$ cat src/rtl/rpr_pkg.sv
// Package: shared helpers for the rotating priority resolver.
// Assumes line counts are small positive integers.
package rpr_pkg;

    // Width of a rank value able to hold 0..n (n means "none").
    function automatic int unsigned rank_width(input int unsigned n);
        return $clog2(n + 1);
    endfunction

endpackage

$ cat src/rtl/rpr_rotator.sv
// Module: rpr_rotator
// Reorders a line vector into rank order: output bit r is the input bit of
// line (offset + r) mod N_LINES. Assumes offset < N_LINES.
module rpr_rotator #(
    parameter int N_LINES = 8,
    parameter int IDX_W   = $clog2(N_LINES)
) (
    input  logic [N_LINES-1:0] vec_in,
    input  logic [IDX_W-1:0]   offset,
    output logic [N_LINES-1:0] vec_out
);
    localparam logic [IDX_W:0] LIMIT = (IDX_W+1)'(N_LINES);

    for (genvar r = 0; r < N_LINES; r++) begin : g_rank
        logic [IDX_W:0]   sum;
        logic [IDX_W:0]   wrapped;
        logic [IDX_W-1:0] src;
        // Source line for rank r, wrapped into range.
        always_comb begin
            sum     = {1'b0, offset} + (IDX_W+1)'(r);
            wrapped = (sum >= LIMIT) ? (sum - LIMIT) : sum;
            src     = wrapped[IDX_W-1:0];
        end
        assign vec_out[r] = vec_in[src];
    end
endmodule

$ cat src/rtl/rpr_rank_finder.sv
// Module: rpr_rank_finder
// Returns the index of the lowest set bit of a rank-ordered vector, or
// N_LINES when the vector is empty.
module rpr_rank_finder #(
    parameter int N_LINES = 8,
    parameter int RANK_W  = rpr_pkg::rank_width(N_LINES)
) (
    input  logic [N_LINES-1:0] ranked,
    output logic [RANK_W-1:0]  best_rank
);
    // Scan from the worst rank down so the best set bit wins last.
    always_comb begin
        best_rank = RANK_W'(N_LINES);
        for (int i = N_LINES - 1; i >= 0; i--) begin
            if (ranked[i]) best_rank = RANK_W'(i);
        end
    end
endmodule

$ cat src/rtl/rpr_decider.sv
// Module: rpr_decider
// Compares candidate and current ranks and maps the winning rank back to a
// line number. Assumes ranks are in 0..N_LINES with N_LINES meaning none.
module rpr_decider #(
    parameter int N_LINES = 8,
    parameter int IDX_W   = $clog2(N_LINES),
    parameter int RANK_W  = rpr_pkg::rank_width(N_LINES)
) (
    input  logic [RANK_W-1:0] cand_rank,
    input  logic [RANK_W-1:0] cur_rank,
    input  logic [IDX_W-1:0]  offset,
    output logic              win,
    output logic [IDX_W-1:0]  line
);
    localparam logic [IDX_W:0] LIMIT = (IDX_W+1)'(N_LINES);

    logic [IDX_W:0] sum;
    logic [IDX_W:0] wrapped;

    // Strict comparison and rank-to-line mapping.
    always_comb begin
        win     = (cand_rank < cur_rank);
        sum     = (IDX_W+1)'(cand_rank[IDX_W-1:0]) + {1'b0, offset};
        wrapped = (sum >= LIMIT) ? (sum - LIMIT) : sum;
        line    = win ? wrapped[IDX_W-1:0] : '0;
    end
endmodule

$ cat src/rtl/rpr_resolver.sv
// Module: rpr_resolver (top)
// Picks the interrupt line to present: best unmasked request versus best
// in-service line under a rotating priority, with the cascade line left out
// of the in-service side in special fully nested mode on the master.
// Assumes all inputs are settled two-valued levels. Purely combinational.
module rpr_resolver #(
    parameter int N_LINES      = 8,
    parameter int CASCADE_LINE = 2,
    parameter int IDX_W        = $clog2(N_LINES),
    parameter int RANK_W       = rpr_pkg::rank_width(N_LINES)
) (
    input  logic [7:0] req_vec,
    input  logic [7:0] mask_vec,
    input  logic [7:0] isr_vec,
    input  logic [2:0] rot_offset,
    input  logic       sfnm_en,
    input  logic       is_master,
    output logic       irq_valid,
    output logic [2:0] irq_line
);
    logic [N_LINES-1:0] live_req;
    logic [N_LINES-1:0] eff_isr;
    logic [N_LINES-1:0] req_ranked;
    logic [N_LINES-1:0] isr_ranked;
    logic [RANK_W-1:0]  cand_rank;
    logic [RANK_W-1:0]  cur_rank;
    logic               excl_cascade;

    // Unmasked requests and the cascade exclusion condition.
    always_comb begin
        live_req     = req_vec & ~mask_vec;
        excl_cascade = sfnm_en & is_master;
    end

    for (genvar i = 0; i < N_LINES; i++) begin : g_isr
        if (i == CASCADE_LINE) begin : g_casc
            assign eff_isr[i] = isr_vec[i] & ~excl_cascade;
        end else begin : g_plain
            assign eff_isr[i] = isr_vec[i];
        end
    end

    rpr_rotator #(.N_LINES(N_LINES), .IDX_W(IDX_W)) u_rot_req (
        .vec_in(live_req), .offset(rot_offset), .vec_out(req_ranked));
    rpr_rotator #(.N_LINES(N_LINES), .IDX_W(IDX_W)) u_rot_isr (
        .vec_in(eff_isr), .offset(rot_offset), .vec_out(isr_ranked));

    rpr_rank_finder #(.N_LINES(N_LINES), .RANK_W(RANK_W)) u_find_req (
        .ranked(req_ranked), .best_rank(cand_rank));
    rpr_rank_finder #(.N_LINES(N_LINES), .RANK_W(RANK_W)) u_find_isr (
        .ranked(isr_ranked), .best_rank(cur_rank));

    rpr_decider #(.N_LINES(N_LINES), .IDX_W(IDX_W), .RANK_W(RANK_W)) u_dec (
        .cand_rank(cand_rank), .cur_rank(cur_rank), .offset(rot_offset),
        .win(irq_valid), .line(irq_line));

    // Guards on the outputs against the raw inputs.
    always_comb begin

        winner_live_chk: assert (!irq_valid || (req_vec[irq_line] && !mask_vec[irq_line]))
            else $error("R8 winner not a live request");

        idle_quiet_chk: assert ((live_req != '0) || (!irq_valid && irq_line == '0))
            else $error("R3 output without live request");

        empty_isr_fires_chk: assert (!((eff_isr == '0) && (live_req != '0)) || irq_valid)
            else $error("R4 empty service but no output");

        no_self_preempt_chk: assert (!irq_valid || !eff_isr[irq_line])
            else $error("R5 winner already in service");

        best_rank_chk: assert (!irq_valid ||
                ((req_ranked & ((N_LINES'(1) << cand_rank[IDX_W-1:0]) - N_LINES'(1))) == '0))
            else $error("R1 better ranked request skipped");
    end
endmodule

$ cat config.mk
export PLATFORM = sky130hd
export DESIGN_NAME = rpr_resolver
export DESIGN_NICKNAME = d
export VERILOG_FILES = /design/src/rtl/rpr_pkg.sv /design/src/rtl/rpr_rotator.sv /design/src/rtl/rpr_rank_finder.sv /design/src/rtl/rpr_decider.sv /design/src/rtl/rpr_resolver.sv
export SDC_FILE = /design/constraint.sdc
export NUM_CORES = 1
export LEC_CHECK = 0
export BUFFER_PORTS_ARGS = -buffer_cell sky130_fd_sc_hd__buf_2
export CAP_MARGIN = 10
export CORE_UTILIZATION = 50
export DETAILED_ROUTE_END_ITERATION = 6
export PLACE_DENSITY = 0.88
export RECOVER_POWER = 25
export SYNTH_ARGS = -nofsm -noshare
export SYNTH_HDL_FRONTEND = slang
export SYNTH_SLANG_ARGS = --single-unit
$ cat constraint.sdc
create_clock -name vclk -period 5.9
set_input_delay 0.295 -clock vclk [all_inputs]
set_output_delay 0.295 -clock vclk [all_outputs]
set_load 0.01 [all_outputs]
* Word-level counts from Yosys, hierarchy flattened
Cells that the tools add are included.
** Operators by class
- $add $sub $neg :: 17
- Bitwise gates (word level) :: 5
- Mux-type cells :: 58
- Order comparisons :: 18
** Operators with widths (number)
- two-way mux 4 bit :: 16
- binary-select mux 1 bit (select 3 bit) :: 16
- greater-or-equal comparator 4 bit (second input constant) :: 8
- < comparator 3 x 4 -> 1 bit (second input constant) :: 8
- two-way mux 3 bit :: 10
- subtractor 3 x 1 -> 3 bit (second input constant) :: 9
- adder 3 x 3 -> 4 bit (second input constant) :: 4
- two-way mux 1 bit :: 16
- adder 3 x 2 -> 4 bit (second input constant) :: 2
- AND 8 bit :: 1
- inverter 8 bit :: 1
- adder 3 x 1 -> 4 bit (second input constant) :: 1
- adder 3 x 3 -> 4 bit :: 1
- greater-or-equal comparator 3 x 4 -> 1 bit (second input constant) :: 1
- < comparator 4 bit :: 1
- AND 1 bit :: 2
- inverter 1 bit :: 1
** Word-level totals
- Register bits :: 0
- Input bits :: 29
- Word-level logic and storage cells :: 98
- Output and inout port bits :: 4

* Depth between registers and ports, before layout
Gate-level depths: netlist of run 1.
- Depth after elaboration :: 17
- Gate-level depth with buffers :: 13
- Depth with buffers taken out :: 13

* Cells and area by module
A second synthesis of run 1 with hierarchy kept.
** Second synthesis, totals
- Cells, all modules :: 105
- Area, all modules :: 1206.2 um^2
** By module, submodules not included
- rpr_rotator :: times used 2, sequential area each 0.0 um^2, area each 380.4 um^2, cells each 25
- rpr_rank_finder :: times used 2, sequential area each 0.0 um^2, area each 86.3 um^2, cells each 14
- rpr_decider :: times used 1, sequential area each 0.0 um^2, area each 151.4 um^2, cells each 18
- rpr_resolver :: times used 1, sequential area each 0.0 um^2, area each 121.4 um^2, cells each 9

* Least setup slack after synthesis of run 1
Ideal clock, no wire load.
- Path kind :: in2out
- Start :: in rot_offset[1]
- End :: out irq_line[1]
- Data required time :: 5.605 ns
- Arrival time :: 3.176 ns
- Slack :: 2.429 ns
- Cell stages on the path :: 12
- Buffers on the path :: 1
- Path through :: inv_1 -> ha_1 -> clkbuf_1 -> mux4_2 -> mux2_2 -> clkinv_1 -> nand2_1 -> or3_1 -> ha_1 -> a2111oi_2 -> nand4_2 -> a21oi_1
** On the way
- Longest elaborated chain between the ends :: 17
- Elaborated cells on any way between the ends :: 85
- Classes of those cells :: add/sub (17); order compare (10); mux (58)
** Ends and longest elaborated chain
- start: declaration :: line rpr_resolver.sv:15 : input logic [2:0] rot_offset,
- adder 3 x 3 -> 4 bit :: line rpr_rotator.sv:20 : sum = {1'b0, offset} + (IDX_W+1)'(r);
- greater-or-equal comparator 4 bit / subtractor 3 x 1 -> 3 bit (equally long branches) :: line rpr_rotator.sv:21 : wrapped = (sum >= LIMIT) ? (sum - LIMIT) : sum;
- two-way mux 3 bit :: line rpr_rotator.sv:21
- binary-select mux 1 bit (select 3 bit) :: line rpr_rotator.sv:24 : assign vec_out[r] = vec_in[src];
- two-way mux 1 bit (not written as such) :: line rpr_rotator.sv:24
- two-way mux 4 bit (8 in a row) :: line rpr_rank_finder.sv:15 : if (ranked[i]) best_rank = RANK_W'(i);
- adder 3 x 3 -> 4 bit :: line rpr_decider.sv:23 : sum = (IDX_W+1)'(cand_rank[IDX_W-1:0]) + {1'b0, offset};
- greater-or-equal comparator 4 bit / subtractor 3 x 1 -> 3 bit (equally long branches) :: line rpr_decider.sv:24 : wrapped = (sum >= LIMIT) ? (sum - LIMIT) : sum;
- two-way mux 3 bit :: line rpr_decider.sv:24
- two-way mux 3 bit * :: line rpr_decider.sv:25 : line = win ? wrapped[IDX_W-1:0] : '0;
- end: declaration :: line rpr_resolver.sv:19 : output logic [2:0] irq_line
Every way passes the cells marked *; elsewhere a longest branch is shown, timed or not. The select of a mux whose other input is x is not followed.

* Worst setup path after layout of run 1
- Start :: in rot_offset[0]
- End :: out irq_line[2]
Same word-level chain as after synthesis.

==> results by group, run 1 <==
Floorplan
  • Die ar.: 2280 um2
  • Initial cell density of the core: 0.534
  • Chip Height: 47.8 um
  • I/O Pins: 33
  • Num rows: 16
  • Die width: 47.8 um
  • Core footprint: 1960 um2

Min path
  • Hold Path Cell Cnt: 5
  • HP Start: rot_offset[2]
  • Hold Crit Endpoint: irq_line[2]
  • Worst Hold Class: in -> out

Place
  • HPWL after DPL: 2.13 mm
  • I/O Buffers: 33
  • Worst slack at placement: 1880 ps
  • RD Place Congestion: 0.835

Power
  • Max rail drop VDD: 0.115 mV
  • Power per cell area: 147 nW/um2
  • Leakage: 0.532 nW

Yosys
  • Yosys top cell by area: mux4_2
  • Yosys top cell area share: 0.344
  • Syn_area_per_cell: 10.6 um2
  • Yosys warns: 0
  • Post-synth net total: 135
  • Commonest cells in the synthesized netlist: mux4_2 (16), nand2b_1 (10), mux2i_1 (9)
  • Yosys cell types: 37
  • Sequential element share of the synthesized area: 0
  • Cell area after synthesis: 1050 um2
  • Largest cells by area after synthesis: mux4_2 (34%), mux2i_1 (8.6%), mux2_2 (7.5%), ha_1 (7.2%), nand2b_1 (6.0%)
  • Most frequent cell after synthesis: mux4_2
  • Cell count after synthesis: 99

Setup path
  • Most frequent CP cell: ha_1
  • Crit path from: rot_offset[0]
  • Critical path peak fanout: 15
  • Element type at the critical path end: output port
  • CP Data Arrival Time: 4170 ps
  • Crit-path cells: clkbuf_1 > inv_2 > ha_1 > mux4_2 > mux2_2 > clkinv_1 > nand2_1 > or3_1 > ha_1 > a2111oi_2 > nand4_2 > a21oi_1 > buf_2
  • Required time worst endpoint: 5610 ps
  • Critical-path top delay cell: clkbuf_1
  • Max incr delay on CP: 710 ps
  • CP startpoint kind: primary input
  • Crit path kind: in -> out

STA
  • Final Hold Fails: 0
  • RSZ-0062 raised after global routing: no
  • Tcrit/Tclk final: 0.757
  • Peak Freq: 224 MHz
  • # setup viols final: 0
  • Max Slew Vio Count: 0
  • Actual slew at the worst max-slew pin: 980 ps
  • PnR worst setup slack: 1430 ps
  • Min Tclk post-route: 4470 ps
  • Setup TNS: 0 ps
  • Slew margin rel.: 0.347

Cells and area
  • Clock buf count: 0
  • Register Area: 0 um2
  • Nets@finish: 167
  • Filler instances: 182
  • Share of layout cells above drive strength 1: 0.496
  • Num sequential: 0
  • Syn-to-layout area delta: 16.7%
  • Diode count: 0

Routing
  • ANT nets after route: 0
  • Vias per cell: 6.18
  • Mean routed wirelength per cell: 15.7 um
  • First DRT Iteration DRCs: 14
  • First-pass detailed-route iteration total: 4
  • Post-route DRC: 0
  • Routed vias: 964
  • Drt total wl: 2.45 mm

GRT
  • Initial antenna violation count: 0
  • Number of global-route vias before repair: 919
  • First-pass GRT wire length: 3.80 mm
  • GRT Total Usage: 0.234
  • Grt total ovfl: 0
  • Largest net degree at the start of global routing: 16

Run status
  • Status: finished clean

CTS
  • Post-CTS sizing: 0
  • Setup Buffers After CTS: 0
  • Hold buffers post-CTS: 0

Run
  • Max Cap Violations: 0
power breakdown:
| part | switching, mW | total, mW | internal (mW) |
|---|---|---|---|
| registers | 0 | 0 | 0 |
| clock network | 0 | 0 | 0 |
| logic | 0.0910 | 0.179 | 0.0883 |
| total | 0.0910 | 0.179 | 0.0883 |
through the flow:
step,hold slack (ps),area (um2),utilization,cells,total power [mW]
floorplan,924,1050,-,99,0.132
global placement,1320,1220,0.624,156,0.169
detailed placement,1340,1220,0.624,156,0.179
CTS,1340,1220,0.624,156,0.179
global route,1400,1220,0.623,156,0.199
finish,1340,1220,0.623,156,0.179
final cells by class:
class                           count  area (um2)  area share
Multi-Input combinational cell     89         998       0.817
Timing Repair Buffer               33         164       0.134
Tap cell                           27        33.8      0.0276
Inverter                            7        26.3      0.0215
placed cells by master, fill, tap and decap left out, drive strengths merged, types with 3 or more instances in the layout:
cell	count
a21oi	3
mux2	9
xnor2	3
nand2b	10
buf	32
mux4	16
mux2i	9
nand2	8
o21ai	5
inv	6
ha	6
metal layers:
layer | vias to the layer above | global-route usage | share of wire
li1 | 454 | - | -
met1 | 481 | 0.242 | 0.40
met2 | 29 | 0.519 | 0.58
met3 | 0 | 0.00377 | 0.027
met4 | 0 | 0.0222 | 0
met5 | - | 0 | 0
critical path, delay by kind of cell:
| kind | cells | cell delay [ps] |
|---|---|---|
| buffers and inverters | 4 | 1140 |
| adders and majority gates | 2 | 850 |
| muxes | 2 | 720 |
| and+or+nand+nor | 3 | 590 |
| AOI/OAI and AO/OA | 2 | 580 |
cell families after synthesis:
group           share of synthesized area
mux                                 0.534
simple gates                        0.160
xor+xnor                           0.0586
fa+ha+maj                          0.0908
compound gates                      0.110
buf+inv                            0.0466
worst max-delay path by stage:
stage / end / slack (ps) / depth (start not counted)
after CTS: irq_line[2] / 1880 / 13
after global placement: irq_line[0] / 2050 / 13
final: irq_line[2] / 1430 / 13
after global routing: irq_line[2] / 1160 / 13
after floorplan: irq_line[1] / 2430 / 12
after detailed placement: irq_line[2] / 1880 / 13
Note: power is estimated with default switching activity, not from simulation.
==> run 2: changes to the inputs <==
--- a/config.mk
+++ b/config.mk
@@ -9,7 +9,7 @@
 export CAP_MARGIN = 10
 export CORE_UTILIZATION = 50
 export DETAILED_ROUTE_END_ITERATION = 6
-export PLACE_DENSITY = 0.88
+export PLACE_DENSITY = 0.92
 export RECOVER_POWER = 25
 export SYNTH_ARGS = -nofsm -noshare
 export SYNTH_HDL_FRONTEND = slang
==> constraint.sdc (replaced) <==
create_clock -name vclk -period 3.7
set_input_delay 0.185 -clock vclk [all_inputs]
set_output_delay 0.185 -clock vclk [all_outputs]
set_load 0.01 [all_outputs]
==> run 2 against run 1 <==
  * Sequential share of layout area is the same
  * Critical path depth is the same
  * Worst setup slack lost 1100 ps
  * Core utilization grew 1.8 points
  * Critical path type unchanged
  * Critical endpoint unchanged
  * Largest cell class unchanged
  * Highest routed layer unchanged
==> results by group, run 2 (synthesis gave the netlist of run 1 again) <==
Run status
  • Status: finished clean

GRT
  • Largest net degree at the start of global routing: 13 (-3)
  • First-pass GRT wire length: 3.81 mm (+0.18%)
  • Grt total ovfl: 0 (unchanged)
  • Initial antenna violation count: 0 (unchanged)
  • Number of global-route vias before repair: 932 (+1.4%)
  • GRT Total Usage: 0.233 (-0.00180)

Power
  • Net Sw Frac: 0.495 (-0.0130)
  • Power per cell area: 229 nW/um2 (+56%)
  • Net switching power: 0.143 mW (+57%)
  • Combinational group share of total power: 1.000 (about the same)
  • Pwr Total: 0.288 mW (+61%)
  • Max rail drop VDD: 0.156 mV (+36%)
  • Clock share of power: 0 (unchanged)
  • Internal power: 0.146 mW (+65%)
  • Seq pwr share: 0 (unchanged)
  • Leakage: 0.550 nW (+3.5%)

STA
  • Final Hold Fails: 0 (unchanged)
  • Tcrit/Tclk final: 0.914
  • Max Slew Vio Count: 0 (unchanged)
  • Slew margin rel.: 0.747 (+0.400)
  • # setup viols final: 0 (unchanged)
  • Setup TNS: 0 ps (unchanged)
  • Actual slew at the worst max-slew pin: 379 ps (-601 ps)
  • Peak Freq: 296 MHz
  • RSZ-0062 raised after global routing: no
  • Min Tclk post-route: 3380 ps

Floorplan
  • Num rows: 16 (unchanged)
  • I/O Pins: 33 (unchanged)
  • Chip Height: 47.8 um (unchanged)
  • Die ar.: 2280 um2 (unchanged)
  • Core footprint: 1960 um2 (unchanged)
  • Initial cell density of the core: 0.534 (unchanged)
  • Die width: 47.8 um (unchanged)

Setup path
  • Crit path kind: in -> out
  • CP Data Arrival Time: 3200 ps (-970 ps)
  • Critical path peak fanout: 6 (-9)
  • CP startpoint kind: primary input
  • Required time worst endpoint: 3510 ps (-2100 ps)
  • Element type at the critical path end: output port

Cells and area
  • Syn-to-layout area delta: 20.2%
  • Clock buf count: 0 (unchanged)
  • Register Area: 0 um2 (unchanged)
  • Share of layout cells above drive strength 1: 0.515 (+0.0190)
  • Most frequent cells in the layout: buf_2 (33), mux4_2 (16), nand2b_1 (10)
  • Nets@finish: 170 (+1.8%)
  • Commonest non-fill, non-tap cell in the layout: buf_2
  • Diode count: 0 (unchanged)
  • Num sequential: 0 (unchanged)

CTS
  • Setup Buffers After CTS: 0 (unchanged)

Place
  • HPWL after DPL: 2.03 mm (-4.9%)
  • I/O Buffers: 33 (unchanged)
  • RD Place Congestion: 0.839 (+0.55%)

Routing
  • Drt total wl: 2.25 mm (-8.2%)
  • Vias per cell: 6.06 (-2.0%)
  • First-pass detailed-route iteration total: 4 (unchanged)
  • Routed vias: 963 (-0.10%)
  • Post-route DRC: 0 (unchanged)
  • Mean routed wirelength per cell: 14.2 um (-9.9%)
  • ANT nets after route: 0 (unchanged)
  • First DRT Iteration DRCs: 22 (+8)

Run
  • Max Cap Violations: 0 (unchanged)

Min path
  • Hold Path Cell Cnt: 4 (-1)
  • HP Start: rot_offset[0]
  • Hold Crit Endpoint: irq_line[0]
  • Worst Hold Class: in -> out
==> run 2: metal layers <==
| metal | track usage | up-vias | wire length, um | share of wire |
|---|---|---|---|---|
| met1 | 0.268 | 470 | 878 | 0.39 |
| li1 | - | 463 | - | - |
| met2 | 0.476 | 30 | 1310 | 0.58 |
| met3 | 0.0151 | 0 | 64 | 0.028 |
| met5 | 0 | - | 0 | 0 |
| met4 | 0.0222 | 0 | 0 | 0 |
==> run 2: layout make-up <==
| type | instances | area [um2] |
|---|---|---|
| Tap cell | 27 | 33.8 |
| Fill cell | 158 | 703 |
| Timing Repair Buffer | 36 | 188 |
| Multi-Input combinational cell | 89 | 1010 |
| Inverter | 7 | 26.3 |
==> run 2: worst max-delay path by stage <==
stage	to	slack, ps	startpoint
6_report	irq_line[2]	320	rot_offset[1]
5_1_grt	irq_line[2]	60	rot_offset[1]
4_1_cts	irq_line[2]	240	rot_offset[1]
3_5_place_dp	irq_line[2]	240	rot_offset[1]
3_3_place_gp	irq_line[2]	400	rot_offset[1]
2_1_floorplan	irq_line[1]	450	rot_offset[1]
==> run 2: worst max-delay path: stages <==
cell       delay, ps
buf_2            180
inv_1             80
ha_1             380
mux4_2           360
mux2_2           310
clkinv_1          70
nand2_1           60
or3_1            360
ha_1             330
a2111oi_4        390
nand4_2          180
a21oi_1          170
buf_2            140
==> run 2: timing repair <==
item	CTS	global route
endpoints found under the hold margin	0	0
endpoints found under the setup margin	0	2
gates resized for setup	0	1
hold buffers	0	0
==> run 2: power groups by stage <==
stage | clock (mW) | combinational [mW] | sequential, mW
2_1_floorplan | 0 | 0.210 | 0
3_3_place_gp | 0 | 0.270 | 0
3_5_place_dp | 0 | 0.283 | 0
4_1_cts | 0 | 0.284 | 0
5_1_grt | 0 | 0.326 | 0
6_report | 0 | 0.288 | 0
==> run 2: per-stage QoR <==
| stage | worst slack, ps | hold WS [ps] | std cells | instance area (um2) | utilization |
|---|---|---|---|---|---|
| after global routing | 62.4 | 976 | 159 | 1260 | 0.642 |
| after floorplan | 449 | 704 | 99 | 1050 | - |
| after CTS | 237 | 901 | 159 | 1250 | 0.635 |
| after detailed placement | 240 | 897 | 159 | 1250 | 0.635 |
| final | 320 | 894 | 159 | 1260 | 0.642 |
| after global placement | 398 | 888 | 159 | 1250 | 0.635 |
==> run 3: changes to the inputs <==
--- a/config.mk
+++ b/config.mk
@@ -7,6 +7,7 @@
 export LEC_CHECK = 0
 export BUFFER_PORTS_ARGS = -buffer_cell sky130_fd_sc_hd__buf_2
 export CAP_MARGIN = 10
+export CORE_MARGIN = 2
 export CORE_UTILIZATION = 50
 export DETAILED_ROUTE_END_ITERATION = 6
 export PLACE_DENSITY = 0.92
==> run 3 against run 2 <==
  * Total power rose by 0.78%
  * Global-route usage fell by 0.086 points
  * Via count rose by 1.5%
  * Hold slack improved by 210 ps
  * Critical path depth did not move
  * Critical path type unchanged
  * Critical endpoint unchanged
==> results by group, run 3 (synthesis gave the netlist of run 1 again) <==
Floorplan
  • Core footprint: 1960 um2 (unchanged)
  • Die ar.: 2480 um2 (+8.5%)
  • Num rows: 16 (unchanged)
  • Die width: 49.8 um (+4.2%)
  • I/O Pins: 33 (unchanged)
  • Initial cell density of the core: 0.534 (unchanged)
  • Chip Height: 49.8 um (+4.2%)

Setup path
  • CP Data Arrival Time: 3300 ps (+100 ps)
  • CP startpoint kind: primary input
  • Critical path peak fanout: 6 (unchanged)
  • Crit path from: rot_offset[1]
  • Required time worst endpoint: 3510 ps (about the same)
  • Element type at the critical path end: output port
  • Crit path kind: in -> out

Cells and area
  • Syn-to-layout area delta: 20.3% (about the same)
  • Most frequent cells in the layout: buf_2 (33), mux4_2 (16), nand2b_1 (10)
  • Core Util, Final: 0.642 (about the same)
  • Diode count: 0 (unchanged)
  • Num sequential: 0 (unchanged)
  • Register Area: 0 um2 (unchanged)
  • Clock buf count: 0 (unchanged)
  • Filler instances: 173 (+9.5%)
  • Nets@finish: 171 (+0.59%)
  • Final instance area: 1260 um2 (about the same)
  • Commonest non-fill, non-tap cell in the layout: buf_2
  • Share of layout cells above drive strength 1: 0.534 (+0.0187)

STA
  • Setup TNS: 0 ps (unchanged)
  • Tcrit/Tclk final: 0.941 (+0.0276)
  • Slew margin rel.: 0.747 (about the same)
  • Peak Freq: 287 MHz (-2.9%)
  • Actual slew at the worst max-slew pin: 378 ps (-1.35 ps)
  • Max Slew Vio Count: 0 (unchanged)
  • Min Tclk post-route: 3480 ps (+102 ps)
  • Final Hold Fails: 0 (unchanged)
  • # setup viols final: 0 (unchanged)

Routing
  • First-pass detailed-route iteration total: 4 (unchanged)
  • Mean routed wirelength per cell: 16.2 um (+14%)
  • First DRT Iteration DRCs: 11 (-50%)
  • ANT nets after route: 0 (unchanged)
  • Vias per cell: 6.11 (+0.82%)
  • Routed vias: 977 (+1.5%)
  • Drt total wl: 2.59 mm (+15%)
  • Post-route DRC: 0 (unchanged)

Run
  • Max Cap Violations: 0 (unchanged)

Min path
  • HP Start: rot_offset[2]
  • Hold Path Cell Cnt: 5 (+1)
  • Worst Hold Class: in -> out

Power
  • Leakage: 0.547 nW (-0.64%)
  • Pwr Total: 0.290 mW (+0.78%)
  • Max rail drop VDD: 0.126 mV (-20%)
  • Power per cell area: 231 nW/um2 (+0.68%)

Run status
  • Status: finished clean

GRT
  • Grt total ovfl: 0 (unchanged)
  • Largest net degree at the start of global routing: 15 (+2)
  • Number of global-route vias before repair: 1,036 (+11%)
  • GRT Total Usage: 0.232 (-0.000861)
  • Initial antenna violation count: 0 (unchanged)
  • First-pass GRT wire length: 4.58 mm (+20%)

Place
  • I/O Buffers: 33 (unchanged)
  • Cell Area, Placed: 1240 um2 (-0.60%)
  • RD Place Congestion: 0.875 (+4.3%)
  • HPWL after DPL: 2.24 mm (+10%)
==> run 3: cell types whose count changed in the layout (fill, tap and decap cells not counted), sizes merged <==
cell and delta:
buf +1, inv -1, clkinvlp +1
==> run 3: final timing paths <==
check,end,slack (ps)
max,irq_line[2],220
min,irq_line[2],1110
==> run 3: repair_timing <==
item / in CTS / in global routing
setup endpoints to repair: 0 / 3
gates resized for setup: 0 / 2
hold buffers: 0 / 0
setup buffers: 0 / 2
==> run 3: metal layers <==
layer	wire length, um	GRT usage	vias up
met5	0	0	-
met4	16	0.0231	0
met3	85	0.00606	2
met2	1450	0.469	36
met1	1040	0.275	479
li1	-	-	460
==> run 3: power by group <==
group	switching, mW	internal (mW)	total (mW)
Clock	0	0	0
Combinational	0.146	0.144	0.290
Sequential	0	0	0
==> run 3: worst max-delay path, cell delays in order <==
cell and delay, ps:
buf_2 190, clkinvlp_4 150, ha_2 400, mux4_2 350
mux2_2 310, clkinv_1 70, nand2_1 60, or3_1 360
ha_1 300, a2111oi_2 400, nand4_2 190, a21oi_1 180
buf_2 140
==> run 3: layout make-up <==
class | instances | area (um2) | area share
Multi-Input combinational cell | 89 | 1000 | 0.794
Tap cell | 27 | 33.8 | 0.0268
Inverter | 7 | 30.0 | 0.0238
Timing Repair Buffer | 37 | 195 | 0.155
==> run 3: through the flow <==
step	worst slack, ps	instances	hold WS, ps
after floorplan	449	99	704
after global routing	-2.22	160	1140
final	217	160	1110
after CTS	136	158	1110
after detailed placement	138	158	1110
after global placement	294	158	1090
